[src/rtl/irq_steer_pkg.sv]
// Package: shared register-select type and address decode for the
// interrupt steering aggregator.
// Assumes byte addressing with 32-bit words; misaligned addresses decode
// to no register.
package irq_steer_pkg;

    typedef enum logic [2:0] {
        RK_NONE,
        RK_CHSEL,
        RK_ENABLE,
        RK_FORCE,
        RK_STATUS,
        RK_LDIS,
        RK_LSUM
    } reg_kind_e;

    typedef struct packed {
        reg_kind_e  kind;
        logic [7:0] idx;
    } reg_sel_t;

    // Map a byte address onto a bank and a word index; words is the bank depth.
    function automatic reg_sel_t decode_addr(input logic [31:0] addr,
                                             input int unsigned words);
        reg_sel_t    s;
        logic [31:0] stride;
        stride = 32'(4 * words);
        s.kind = RK_NONE;
        s.idx  = '0;
        if (addr[1:0] == 2'b00) begin
            if (addr == 32'd0) begin
                s.kind = RK_CHSEL;
            end else if (addr >= 32'd4 && addr < stride + 32'd4) begin
                s.kind = RK_ENABLE;
                s.idx  = 8'((addr - 32'd4) >> 2);
            end else if (addr >= stride + 32'd4 && addr < 2 * stride + 32'd4) begin
                s.kind = RK_FORCE;
                s.idx  = 8'((addr - stride - 32'd4) >> 2);
            end else if (addr >= 2 * stride + 32'd4 && addr < 3 * stride + 32'd4) begin
                s.kind = RK_STATUS;
                s.idx  = 8'((addr - 2 * stride - 32'd4) >> 2);
            end else if (addr == 3 * stride + 32'd4) begin
                s.kind = RK_LDIS;
            end else if (addr == 3 * stride + 32'd8) begin
                s.kind = RK_LSUM;
            end
        end
        return s;
    endfunction

endpackage

[src/rtl/irq_steer_regs.sv]
// Module: software-writable state of the aggregator (channel select,
// per-input enables, per-input force bits, per-line disables).
// Assumes NUM_IN is a multiple of 32; bank word r holds the inputs of
// group (WORDS-1-r), so the top inputs sit in word 0.
module irq_steer_regs
    import irq_steer_pkg::*;
#(
    parameter int NUM_IN   = 128,
    parameter int NUM_CHAN = 4,
    parameter int NUM_OUT  = 2
) (
    input  logic                clk,
    input  logic                rst_n,
    input  logic                wr_en,
    input  reg_sel_t            sel,
    input  logic [31:0]         wdata,
    output logic [NUM_CHAN-1:0] chsel_q,
    output logic [NUM_IN-1:0]   enable_q,
    output logic [NUM_IN-1:0]   force_q,
    output logic [NUM_OUT-1:0]  ldis_q
);
    localparam int WORDS = NUM_IN / 32;

    // Capture bus writes into the addressed register; reset clears all.
    always_ff @(posedge clk) begin
        if (!rst_n) begin
            chsel_q  <= '0;
            enable_q <= '0;
            force_q  <= '0;
            ldis_q   <= '0;
        end else if (wr_en) begin
            case (sel.kind)
                RK_CHSEL: chsel_q <= wdata[NUM_CHAN-1:0];
                RK_LDIS:  ldis_q  <= wdata[NUM_OUT-1:0];
                RK_ENABLE: begin
                    for (int r = 0; r < WORDS; r++) begin
                        if (sel.idx == 8'(r)) enable_q[(WORDS-1-r)*32 +: 32] <= wdata;
                    end
                end
                RK_FORCE: begin
                    for (int r = 0; r < WORDS; r++) begin
                        if (sel.idx == 8'(r)) force_q[(WORDS-1-r)*32 +: 32] <= wdata;
                    end
                end
                default: ;
            endcase
        end
    end
endmodule

[src/rtl/irq_steer_groups.sv]
// Module: combines inputs and force bits under the enables, ORs them per
// group of 64 and registers the summary lines after the line disables.
// Assumes irq_in is already synchronous to clk; a last partial group
// covers only the inputs that exist.
module irq_steer_groups #(
    parameter int NUM_IN  = 128,
    parameter int NUM_OUT = 2
) (
    input  logic               clk,
    input  logic               rst_n,
    input  logic [NUM_IN-1:0]  irq_in,
    input  logic [NUM_IN-1:0]  enable_q,
    input  logic [NUM_IN-1:0]  force_q,
    input  logic [NUM_OUT-1:0] ldis_q,
    output logic [NUM_IN-1:0]  pend,
    output logic [NUM_OUT-1:0] grp_act,
    output logic [NUM_OUT-1:0] out_q
);
    // Enabled pending inputs: raw level or software force, gated by enable.
    assign pend = (irq_in | force_q) & enable_q;

    for (genvar k = 0; k < NUM_OUT; k++) begin : g_grp
        localparam int LO = k * 64;
        localparam int HI = (LO + 64 > NUM_IN) ? NUM_IN - 1 : LO + 63;
        // One summary bit per group of up to 64 inputs.
        assign grp_act[k] = |pend[HI:LO];
    end

    // Register the lines, masked by the per-line disables.
    always_ff @(posedge clk) begin
        if (!rst_n) out_q <= '0;
        else        out_q <= grp_act & ~ldis_q;
    end
endmodule

[src/rtl/irq_steer_rdmux.sv]
// Module: combinational read-data selection for the register bus.
// Assumes the select comes from the shared decode; unmapped reads give 0.
module irq_steer_rdmux
    import irq_steer_pkg::*;
#(
    parameter int NUM_IN   = 128,
    parameter int NUM_CHAN = 4,
    parameter int NUM_OUT  = 2
) (
    input  reg_sel_t            sel,
    input  logic [NUM_CHAN-1:0] chsel_q,
    input  logic [NUM_IN-1:0]   enable_q,
    input  logic [NUM_IN-1:0]   force_q,
    input  logic [NUM_IN-1:0]   pend,
    input  logic [NUM_OUT-1:0]  ldis_q,
    input  logic [NUM_OUT-1:0]  grp_act,
    output logic [31:0]         rdata
);
    localparam int WORDS = NUM_IN / 32;

    // Pick the addressed word, reversing the word order of the banks.
    always_comb begin
        rdata = '0;
        case (sel.kind)
            RK_CHSEL: rdata = 32'(chsel_q);
            RK_LDIS:  rdata = 32'(ldis_q);
            RK_LSUM:  rdata = 32'(grp_act);
            RK_ENABLE, RK_FORCE, RK_STATUS: begin
                for (int r = 0; r < WORDS; r++) begin
                    if (sel.idx == 8'(r)) begin
                        if (sel.kind == RK_ENABLE)     rdata = enable_q[(WORDS-1-r)*32 +: 32];
                        else if (sel.kind == RK_FORCE) rdata = force_q[(WORDS-1-r)*32 +: 32];
                        else                           rdata = pend[(WORDS-1-r)*32 +: 32];
                    end
                end
            end
            default: rdata = '0;
        endcase
    end
endmodule

[src/rtl/irq_steer_agg.sv]
// Module: top of the interrupt steering aggregator. Decodes the register
// bus, holds the software state, forms one summary line per 64 inputs and
// routes the lines to the channels whose select bit is set.
// Assumes NUM_IN is a multiple of 32 with at most 8 lines, and ADDR_W is
// wide enough for 3*(NUM_IN/8)+8.
module irq_steer_agg
    import irq_steer_pkg::*;
#(
    parameter int NUM_IN   = 128,
    parameter int NUM_CHAN = 4,
    parameter int ADDR_W   = 8,
    localparam int NUM_OUT = (NUM_IN + 63) / 64
) (
    input  logic                         clk,
    input  logic                         rst_n,
    input  logic [NUM_IN-1:0]            irq_in,
    input  logic [ADDR_W-1:0]            bus_addr,
    input  logic                         bus_we,
    input  logic [31:0]                  bus_wdata,
    output logic [31:0]                  bus_rdata,
    output logic [NUM_CHAN*NUM_OUT-1:0]  chan_irq
);
    localparam int WORDS = NUM_IN / 32;

    reg_sel_t            sel;
    logic [NUM_CHAN-1:0] chsel_q;
    logic [NUM_IN-1:0]   enable_q;
    logic [NUM_IN-1:0]   force_q;
    logic [NUM_OUT-1:0]  ldis_q;
    logic [NUM_IN-1:0]   pend;
    logic [NUM_OUT-1:0]  grp_act;
    logic [NUM_OUT-1:0]  out_q;

    // Shared decode for both the write and the read path.
    assign sel = decode_addr(32'(bus_addr), WORDS);

    irq_steer_regs #(.NUM_IN(NUM_IN), .NUM_CHAN(NUM_CHAN), .NUM_OUT(NUM_OUT)) u_regs (
        .clk(clk), .rst_n(rst_n), .wr_en(bus_we), .sel(sel), .wdata(bus_wdata),
        .chsel_q(chsel_q), .enable_q(enable_q), .force_q(force_q), .ldis_q(ldis_q)
    );

    irq_steer_groups #(.NUM_IN(NUM_IN), .NUM_OUT(NUM_OUT)) u_groups (
        .clk(clk), .rst_n(rst_n), .irq_in(irq_in), .enable_q(enable_q),
        .force_q(force_q), .ldis_q(ldis_q), .pend(pend), .grp_act(grp_act),
        .out_q(out_q)
    );

    irq_steer_rdmux #(.NUM_IN(NUM_IN), .NUM_CHAN(NUM_CHAN), .NUM_OUT(NUM_OUT)) u_rdmux (
        .sel(sel), .chsel_q(chsel_q), .enable_q(enable_q), .force_q(force_q),
        .pend(pend), .ldis_q(ldis_q), .grp_act(grp_act), .rdata(bus_rdata)
    );

    for (genvar c = 0; c < NUM_CHAN; c++) begin : g_chan
        // Channel c carries every line when its select bit is set.
        assign chan_irq[c*NUM_OUT +: NUM_OUT] = out_q & {NUM_OUT{chsel_q[c]}};
    end
endmodule

[config.mk]
export PLATFORM = sky130hd
export DESIGN_NAME = irq_steer_agg
export DESIGN_NICKNAME = d
export VERILOG_FILES = /design/src/rtl/irq_steer_pkg.sv /design/src/rtl/irq_steer_regs.sv /design/src/rtl/irq_steer_groups.sv /design/src/rtl/irq_steer_rdmux.sv /design/src/rtl/irq_steer_agg.sv
export SDC_FILE = /design/constraint.sdc
export NUM_CORES = 1
export LEC_CHECK = 0
export ABC_AREA = 1
export ABC_CLOCK_PERIOD_IN_PS = 2900
export CELL_PAD_IN_SITES_DETAIL_PLACEMENT = 0
export CELL_PAD_IN_SITES_GLOBAL_PLACEMENT = 2
export CORE_ASPECT_RATIO = 0.9
export CORE_MARGIN = 2
export CORE_UTILIZATION = 36
export CTS_CLUSTER_DIAMETER = 200
export DETAILED_ROUTE_END_ITERATION = 10
export DONT_BUFFER_PORTS = 1
export PLACE_DENSITY = 0.83
export SKIP_CTS_REPAIR_TIMING = 1
export SLEW_MARGIN = 20
export SYNTH_ARGS = -nofsm -noshare
export SYNTH_HDL_FRONTEND = slang
export SYNTH_SLANG_ARGS = --single-unit
[constraint.sdc]
create_clock -name clk -period 2.9 [get_ports clk]
set_input_delay 0.145 -clock clk [delete_from_list [all_inputs] [get_ports clk]]
set_output_delay 0.145 -clock clk [all_outputs]
set_load 0.005 [all_outputs]
**Yosys cells after proc, flatten, opt, wreduce, memory -nomap -nowiden**

Index checks and enable logic that the tools add are counted.

- Input bits: 171
- Memories: 0
- Register bits: 264
- Latch bits: 0
- Memory bits (read-only): 0
- Output and inout port bits: 40
- Bits in writable memories: 0

- Magnitude comparators: 6
- Multiply operators: 0
- Muxes and demuxes: 22
- $add $sub $neg: 5
- Bitwise operators: 8
- Reductions and logical operators: 19
- Div/mod/pow operators: 0
- Equal/unequal tests: 11
- Shifts and indexed selects: 0

Operators by type and width:

| operator | number |
|---|---|
| 32-bit 2-to-1 mux | 12 |
| 128-bit AND | 1 |
| 128-bit OR | 1 |
| 32-bit case mux with 4 select lines | 1 |
| 64-bit OR reduction | 2 |
| 11-bit 2-to-1 mux | 3 |
| 3-bit AND reduction | 8 |
| 9-bit by 4-bit subtractor with 10-bit output (second input constant) | 2 |
| 8-bit by 2-bit == test with 1-bit output (second input constant) | 2 |
| 8-bit by 6-bit == test with 1-bit output (second input constant) | 2 |
| 8-bit logical NOT | 2 |
| 8-bit by 6-bit < comparator with 1-bit output (second input constant) | 2 |
| 8-bit 2-to-1 mux | 2 |
| 3-bit 2-to-1 mux | 4 |
| 2-bit AND | 5 |
| 3-bit == test (second input constant) | 3 |
| 8-bit by 3-bit subtractor with 9-bit output (second input constant) | 1 |
| 8-bit by 5-bit subtractor with 9-bit output (second input constant) | 1 |
| 8-bit by 6-bit subtractor with 9-bit output (second input constant) | 1 |
| 8-bit by 1-bit == test with 1-bit output (second input constant) | 1 |
| 8-bit by 3-bit greater-or-equal comparator with 1-bit output (second input constant) | 1 |
| 8-bit by 5-bit greater-or-equal comparator with 1-bit output (second input constant) | 1 |
| 8-bit by 6-bit greater-or-equal comparator with 1-bit output (second input constant) | 1 |
| 8-bit by 5-bit < comparator with 1-bit output (second input constant) | 1 |
| 7 further kinds | 11 |

**Longest topological paths before layout**

Gate-level depths: netlist of run 1.

- Depth after elaboration: 16
- Depth in mapped cells: 21

**Modules after synthesis**

From an unflattened synthesis of run 1, not the netlist that was laid out.

- Cells, all modules: 3326
- Area total of the unflattened synthesis: 18968.2 µm²

By module, submodules not included:

| module | sequential area each (µm²) | cells an instance | instances | area an instance (µm²) |
|---|---|---|---|---|
| irq_steer_regs | 5245.0 | 2011 | 1 | 12663.4 |
| irq_steer_rdmux | 0.0 | 747 | 1 | 3599.7 |
| irq_steer_groups | 40.0 | 392 | 1 | 1729.2 |
| irq_steer_agg | 0.0 | 176 | 1 | 975.9 |

**Worst setup path before layout of run 1**

No wires, ideal clock.

- Kind: input-to-output
- From: in bus_addr[5]
- To: out bus_rdata[8]
- Cell stages on the path: 16
- Arrival: 2187 ps
- Slack: 568 ps
- Buffers on the path: 1
- Cells stage by stage: inv_1 ha_1 ha_1 nand2_1 o21ai_2 nand2_1 nand2_1 nand2_1 nand2_2 nand3_1 nor2_1 buf_2 o211ai_1 nand2_1 nor2_1 nor2_1

- Longest elaborated chain between the ends: 16

Ends and longest elaborated chain:

| item | line | source |
|---|---|---|
| start: declaration | irq_steer_agg.sv:17 | `input logic [ADDR_W-1:0] bus_addr,` |
| parallel branches: the longest is 7 deep, another holds 9-bit by 4-bit subtractor with 10-bit output | - |  |
| 11-bit 2-to-1 mux (*) | irq_steer_pkg.sv:30 | `if (addr[1:0] == 2'b00) begin` |
| 3-bit by 2-bit == test with 1-bit output | irq_steer_rdmux.sv:24, irq_steer_rdmux.sv:32 |  |
| 32-bit 2-to-1 mux | irq_steer_rdmux.sv:32 | `else if (sel.kind == RK_FORCE) rdata = force_q[(WORDS-1-r)*32 +: 32];` |
| 32-bit 2-to-1 mux | irq_steer_rdmux.sv:31 | `if (sel.kind == RK_ENABLE) rdata = enable_q[(WORDS-1-r)*32 +: 32];` |
| 32-bit 2-to-1 mux (4 in series) | irq_steer_rdmux.sv:30 | `if (sel.idx == 8'(r)) begin` |
| 32-bit case mux with 4 select lines (*) | irq_steer_rdmux.sv:24 | `case (sel.kind)` |
| end: declaration | irq_steer_agg.sv:20 | `output logic [31:0] bus_rdata,` |

Every way passes the cells marked *.

**Worst setup path in the final report of run 1**

- From: in bus_addr[5]
- To: out bus_rdata[7]

The elaborated chain is that of the path after synthesis.

==> results of run 1 <==
[flip-flops by register name (all words and copies together) (netlist names)]
signal,flops
u_groups.out_q,2
u_regs.ldis_q,2
u_regs.chsel_q,4
u_regs.force_q,128
u_regs.enable_q,128
[metrics by stage]
step                cells  hold slack, ns  instance area [sq um]  util, %  total power [mW]
floorplan            2126           0.290                  14600        -              4.10
global placement     2612           0.295                  15600     39.4              4.30
detailed placement   2612           0.310                  15600     39.4              4.30
CTS                  2665          -0.312                  16600     41.9              8.14
global route         2730          0.0117                  17500     44.2              8.50
finish               2736         -0.0356                  17600     44.2              8.28
[placed cells by master, fill, tap and decap left out, types with 6 or more instances in the layout]
cell type | synthesis | routed
diode_2 | 0 | 14
o21a_1 | 12 | 12
inv_1 | 142 | 140
o21ai_0 | 342 | 333
clkbuf_8 | 0 | 13
nand2_1 | 397 | 385
o22ai_1 | 24 | 24
a211oi_2 | 32 | 32
nand4_1 | 29 | 29
nor2_1 | 208 | 188
nor2_2 | 4 | 23
nor3_1 | 19 | 18
or2_2 | 9 | 9
inv_2 | 7 | 9
ha_1 | 12 | 9
nor2_8 | 6 | 6
o21ai_1 | 30 | 37
nor4_1 | 8 | 6
a21oi_2 | 1 | 11
dlygate4sd3_1 | 0 | 34
nand3_1 | 83 | 76
o211ai_1 | 37 | 37
nand2_2 | 7 | 16
a21oi_1 | 234 | 223
nand2_4 | 5 | 7
buf_12 | 0 | 30
nand3_2 | 2 | 8
nor2_4 | 8 | 9
a22oi_1 | 6 | 6
buf_4 | 7 | 74
a211oi_1 | 33 | 33
dfxtp_1 | 264 | 264
clkbuf_16 | 0 | 34
[per-layer routing]
layer  part of all wire (%)  wire [microns]  vias to the layer above
li1                       -               -                     7393
met1                     45           29500                     7358
met2                     42           27200                      657
met3                     10            6670                      100
met4                    2.3            1510                       16
met5                   0.14              88                        -
[critical path, stage by stage]
cell and delay [ns]:
clkinvlp_4 0.14, ha_4 0.21, inv_1 0.06, nor2_1 0.04, nand2_1 0.06, nand2_2 0.09
o21ai_4 0.23, buf_4 0.17, nand2_1 0.06, nor2_2 0.17, nor2_4 0.08, nand2_2 0.14
buf_12 0.26, o22ai_1 0.11, inv_1 0.07, nand3_1 0.06, nand2_1 0.18, nor2_2 0.09
nor2_1 0.16, buf_4 0.14
[cell usage after synthesis, types with 19 or more instances]
cell / instances
nand2_1: 397
o21ai_0: 342
dfxtp_1: 264
a21oi_1: 234
nor2_1: 208
inv_1: 142
nand3_1: 83
buf_2: 75
clkbuf_1: 41
o211ai_1: 37
a211oi_1: 33
a211oi_2: 32
o21ai_1: 30
nand4_1: 29
o22ai_1: 24
nor3_1: 19
[where the power goes]
group / switching, mW / internal, mW / total, mW
logic: 0.522 / 0.241 / 0.762
clock network: 1.63 / 2.24 / 3.87
registers: 0.00990 / 3.64 / 3.65
total: 2.16 / 6.12 / 8.28
[layout make-up]
cell class | instances | area (sq um) | area share (%)
Timing Repair Buffer | 148 | 1690 | 9.60
Clock buffer | 48 | 960 | 5.47
Inverter | 151 | 573 | 3.26
Antenna cell | 14 | 35.0 | 0.200
Sequential cell | 264 | 5290 | 30.1
Clock inverter | 5 | 27.5 | 0.157
Multi-Input combinational cell | 1574 | 8320 | 47.4
Tap cell | 532 | 666 | 3.79
[kinds of logic after synthesis]
kind of cell / count (synthesis) / synth area share (%)
AO/OA/AOI/OAI: 768 / 30.1
flip-flops: 264 / 36.2
adder cells (fa/ha/maj): 12 / 1.03
XOR/XNOR: 3 / 0.180
buffers and inverters: 288 / 8.62
AND/OR/NAND/NOR: 791 / 23.9
[worst min path at each step]
stage                     endpoint  slack (ns)  cells past startpoint
4_1_cts          u_regs.force_q[8]       -0.31                      2
6_report         u_regs.force_q[0]       -0.04                      3
2_1_floorplan    u_regs.force_q[3]        0.29                      2
5_1_grt        u_regs.force_q[105]        0.01                      2
3_5_place_dp     u_regs.force_q[7]        0.31                      2
3_3_place_gp     u_regs.force_q[6]        0.30                      2
==> reports/qor.yml, run 1 <==
outcome:
  status: "finished, violations left"
  violations: "negative hold slack"
clocking:
  cts_buffer_depth: 3
  cts_max_level: 1
  cts_tree: "built"
  clkLatencyLatePin_ns: 0.59
  root_buffer: "clkbuf_16"
  cts.clk_slew.worst_paths_ns: 0.06
  clkSinkCount: 264
  numCtsBuffers: 30
setup_path:
  cp-start-kind: "input pin"
  cp_max_fo: 38
  worstRegToRegCells: 6
  r2r-start: "u_regs.force_q[74]"
  worst_setup_path_end_kind: "output pin"
  worst_ep_required_time_ns: 2.76
  critPathCapture: "bus_rdata[7]"
  crit_type: "in -> out"
  r2r_end: "u_groups.out_q[1]"
  crit_start: "bus_addr[5]"
  r2r_slack_ns: 0.97
  arrival_ns: 2.68
power:
  p_leak_nw: 7.11
  ir_drop_mv: 0.425
  p_per_area_nw_per_um2: 472
synthesis:
  avgSynthCellArea_sq_um: 6.87
  synth_area_leader_cell: "dfxtp_1"
  synth_ff_type: "dfxtp_1"
  syn_area_sq_um: 14600
  syn_nets: 2309
  synth_edf_count: 0
  ys_types: 49
  yosysSeqAreaShare_pct: 36.2
  ys_top_cells_by_area: "dfxtp_1 36%, o21ai_0 12%, nand2_1 10%"
  ys_async_sr_fraction_pct: 0
  syn_inst: 2126
  synth_seq_cells: 264
  synth_warnings: 0
  synth.top_cell.area_share_pct: 36.2
sta:
  whs_ns: -0.0356
  tightest_slew_ns: 0.982
  final-hold-violation-count: 6
  finalClockSkew_ns: 0.0149
  period_minus_slack_ns: 2.83
  relSlewSlack_pct: 34.5
  setup_tns_ns: 0
  slew_violations: 0
  fin_crit_sh_pct: 97.4
  fmax_mhz: 354
  fin_ws_ns: 0.0746
  setup_viol: 0
placed_design:
  place.gp.congestion: 0.870
  portBuffers: 0
  post-dp-hpwl_mm: 45.9
  preCtsSetupSlack_ns: -0.0530
min_path:
  holdCritStartpoint: "rst_n"
  hp-class: "in -> reg"
layout:
  n_fill_cell: 4120
  drive_gt1_share_pct: 14.1
  synthToLayoutAreaGrowth_pct: 20.2
  finish.net_count: 2352
floorplanning:
  rows: 69
  core-area_sq_um: 39700
  io_pins: 211
  dieWidth_microns: 216
  die_y_microns: 195
  dieArea_sq_um: 42200
  start_util_pct: 36.8
routing:
  remaining_drc_errors: 0
  vias: 15500
  drt_first_iter_violations: 1750
  ant_nets: 0
  wl_per_cell_microns: 23.7
  avgViaCountPerCell: 5.67
  firstDrtPassIters: 6
  wl_mm: 65.0
global_route:
  top_usage_layer: "met2"
  grt_util_met3_pct: 9.28
  met1_usage_pct: 41.6
  met2_usage_pct: 41.8
  grt_max_degree: 188
  grt_pass1_vias: 13600
  grt_overflow: 0
  groute.usage.overall_pct: 29.1
  grt_pass1_wl_mm: 92.2
  antenna_found_initial: 21
run:
  maxCapViolations: 0
No activity file was read; power rests on OpenSTA's default activity.
==> run 2: changes to the inputs <==
==> constraint.sdc (replaced) <==
create_clock -name clk -period 2.9 [get_ports clk]
set_input_delay 0.58 -clock clk [delete_from_list [all_inputs] [get_ports clk]]
set_output_delay 0.58 -clock clk [all_outputs]
set_load 0.005 [all_outputs]
==> run 2 against run 1 <==
Largest cell class unchanged. Worst setup slack got worse by 0.77 ns. The run ends with negative setup slack left. Highest routed layer unchanged. Global-route usage is 0.14 points higher. First-iteration DRC count fell by 6.7%. Wire length fell by 0.72%. Combinational power shrank 6.2%. Register-to-register slack got worse by 0.10 ns.
==> reports/qor.yml, run 2 (synthesized netlist as in run 1, its figures left out) <==
floorplanning:
  io_pins: 211
  core-area_sq_um: 39700
  rows: 69
  start_util_pct: 36.8
  dieWidth_microns: 216
  dieArea_sq_um: 42200
  die_y_microns: 195
routing:
  drt_first_iter_violations: 1633
  remaining_drc_errors: 0
  vias: 15700
  ant_nets: 0
  wl_per_cell_microns: 23.0
  wl_mm: 64.5
  firstDrtPassIters: 5
  avgViaCountPerCell: 5.60
global_route:
  grt_pass1_vias: 14200
  grt_overflow: 0
  groute.usage.overall_pct: 29.2
  antenna_found_initial: 17
  grt_pass1_wl_mm: 94.0
  grt_max_degree: 188
layout:
  finish.net_count: 2425
  final_area_sq_um: 18400
  synthToLayoutAreaGrowth_pct: 25.8
  n_fill_cell: 4094
  biggestRegsByFlops: "u_regs.enable_q (128), u_regs.force_q (128), u_regs.chsel_q (4)"
  drive_gt1_share_pct: 19.8
  multi_input_area_sq_um: 8540
  utilization_pct: 46.3
  seqCellArea_sq_um: 5290
  final_common_cell: "nand2_1"
  final_cell_mix: "371 x nand2_1, 334 x o21ai_0, 264 x dfxtp_1"
clocking:
  cts_max_level: 1
  cts_tree: "built"
  clkSinkCount: 264
  numCtsBuffers: 31
  clkLatencyLatePin_ns: 0.59
  cts.clk_slew.worst_paths_ns: 0.06
  cts_buffer_depth: 3
  root_buffer: "clkbuf_16"
power:
  p_leak_nw: 7.59
  seq_power_share_pct: 44.4
  ir_drop_mv: 0.459
  intPower_mw: 6.10
  p_sw_mw: 2.11
  p_per_area_nw_per_um2: 447
  switching_share_pct: 25.7
  clockPowerShare_pct: 46.9
  p_total_mw: 8.21
  pwr-share-comb_pct: 8.7
sta:
  finalClockSkew_ns: 0.0273
  final-hold-violation-count: 0
  setup_viol: 32
  fin_crit_sh_pct: 124
  period_minus_slack_ns: 3.59
  relSlewSlack_pct: 53.4
  fmax_mhz: 278
  tightest_slew_ns: 0.700
  rsz0062_at_grt: "yes"
  fin_ws_ns: -0.692
  slew_violations: 0
setup_path:
  worst_ep_required_time_ns: 2.32
  cp_max_fo: 6
  arrival_ns: 3.01
  crit_type: "in -> out"
  worst_setup_path_end_kind: "output pin"
  cp-start-kind: "input pin"
placed_design:
  portBuffers: 0
  dpl_cell_area_sq_um: 16600
  place.gp.congestion: 0.914
  post-dp-hpwl_mm: 47.3
outcome:
  violations: "negative setup slack"
  status: "finished, violations left"
run:
  maxCapViolations: 0
min_path:
  hp-class: "in -> reg"
## run 2: cell count changes in the layout (fill, tap and decap cells not counted), moves of 5 or more
cell           previous run  this run
buf_12                   30        41
diode_2                  14         8
nor2_1                  188       179
nand3_1                  76        69
nand2_2                  16        25
buf_6                     4        18
buf_4                    74       157
nor2_4                    9        16
nand2_1                 385       371
dlygate4sd3_1            34         0
clkbuf_1                  5        10
## run 2: power groups by stage
stage | Sequential [mW] | Combinational [mW] | Clock, mW
finish | 3.65 | 0.715 | 3.85
global route | 3.65 | 0.763 | 4.06
CTS | 3.65 | 0.638 | 3.90
detailed placement | 3.73 | 0.637 | 0
global placement | 3.73 | 0.635 | 0
floorplan | 3.73 | 0.384 | 0
## run 2: path summary, 6_finish.rpt
kind / start / end / slack (ns) / cells after the start
min reg2reg: u_regs.ldis_q[1] / u_groups.out_q[1] / 0.46 / 1
max reg2reg: u_regs.force_q[121] / u_groups.out_q[1] / 0.87 / 7
min: bus_wdata[7] / u_regs.force_q[7] / 0.13 / 2
max: bus_addr[5] / bus_rdata[0] / -0.69 / 17
## run 2: cell type report
cell class / instances / area share, %
Sequential cell: 264 / 28.8
Antenna cell: 8 / 0.109
Clock buffer: 51 / 5.18
Inverter: 151 / 3.17
Clock inverter: 5 / 0.170
Multi-Input combinational cell: 1574 / 46.5
Timing Repair Buffer: 220 / 12.5
Tap cell: 532 / 3.62
## run 2: through the flow
stage               TNS [ns]  hold slack (ns)  setup slack, ns  std cells
finish                -19.48            0.134           -0.692       2805
global route          -24.55            0.139           -0.833       2798
CTS                   -22.04            0.113           -0.786       2773
detailed placement    -98.69            0.449           -0.778       2717
global placement      -92.90            0.446           -0.746       2717
floorplan              -4.20            0.425           -0.155       2126
## run 2: critical path, stage by stage
cell	delay (ns)
clkinvlp_4	0.17
ha_1	0.26
buf_4	0.13
nand3_1	0.11
nand2_1	0.10
inv_2	0.13
nand2_1	0.11
nor2_4	0.15
nor2_4	0.09
buf_6	0.15
buf_4	0.13
or2_2	0.26
nand3_1	0.09
nand2_1	0.10
nand4_1	0.23
nand2_1	0.11
nand2_1	0.10
## run 2: layer usage
metal / share of wire, % / GRT usage (%)
met1: 45 / 42.0
met2: 43 / 43.7
met3: 9.1 / 7.09
met4: 2.4 / 6.98
met5: 0.19 / 0
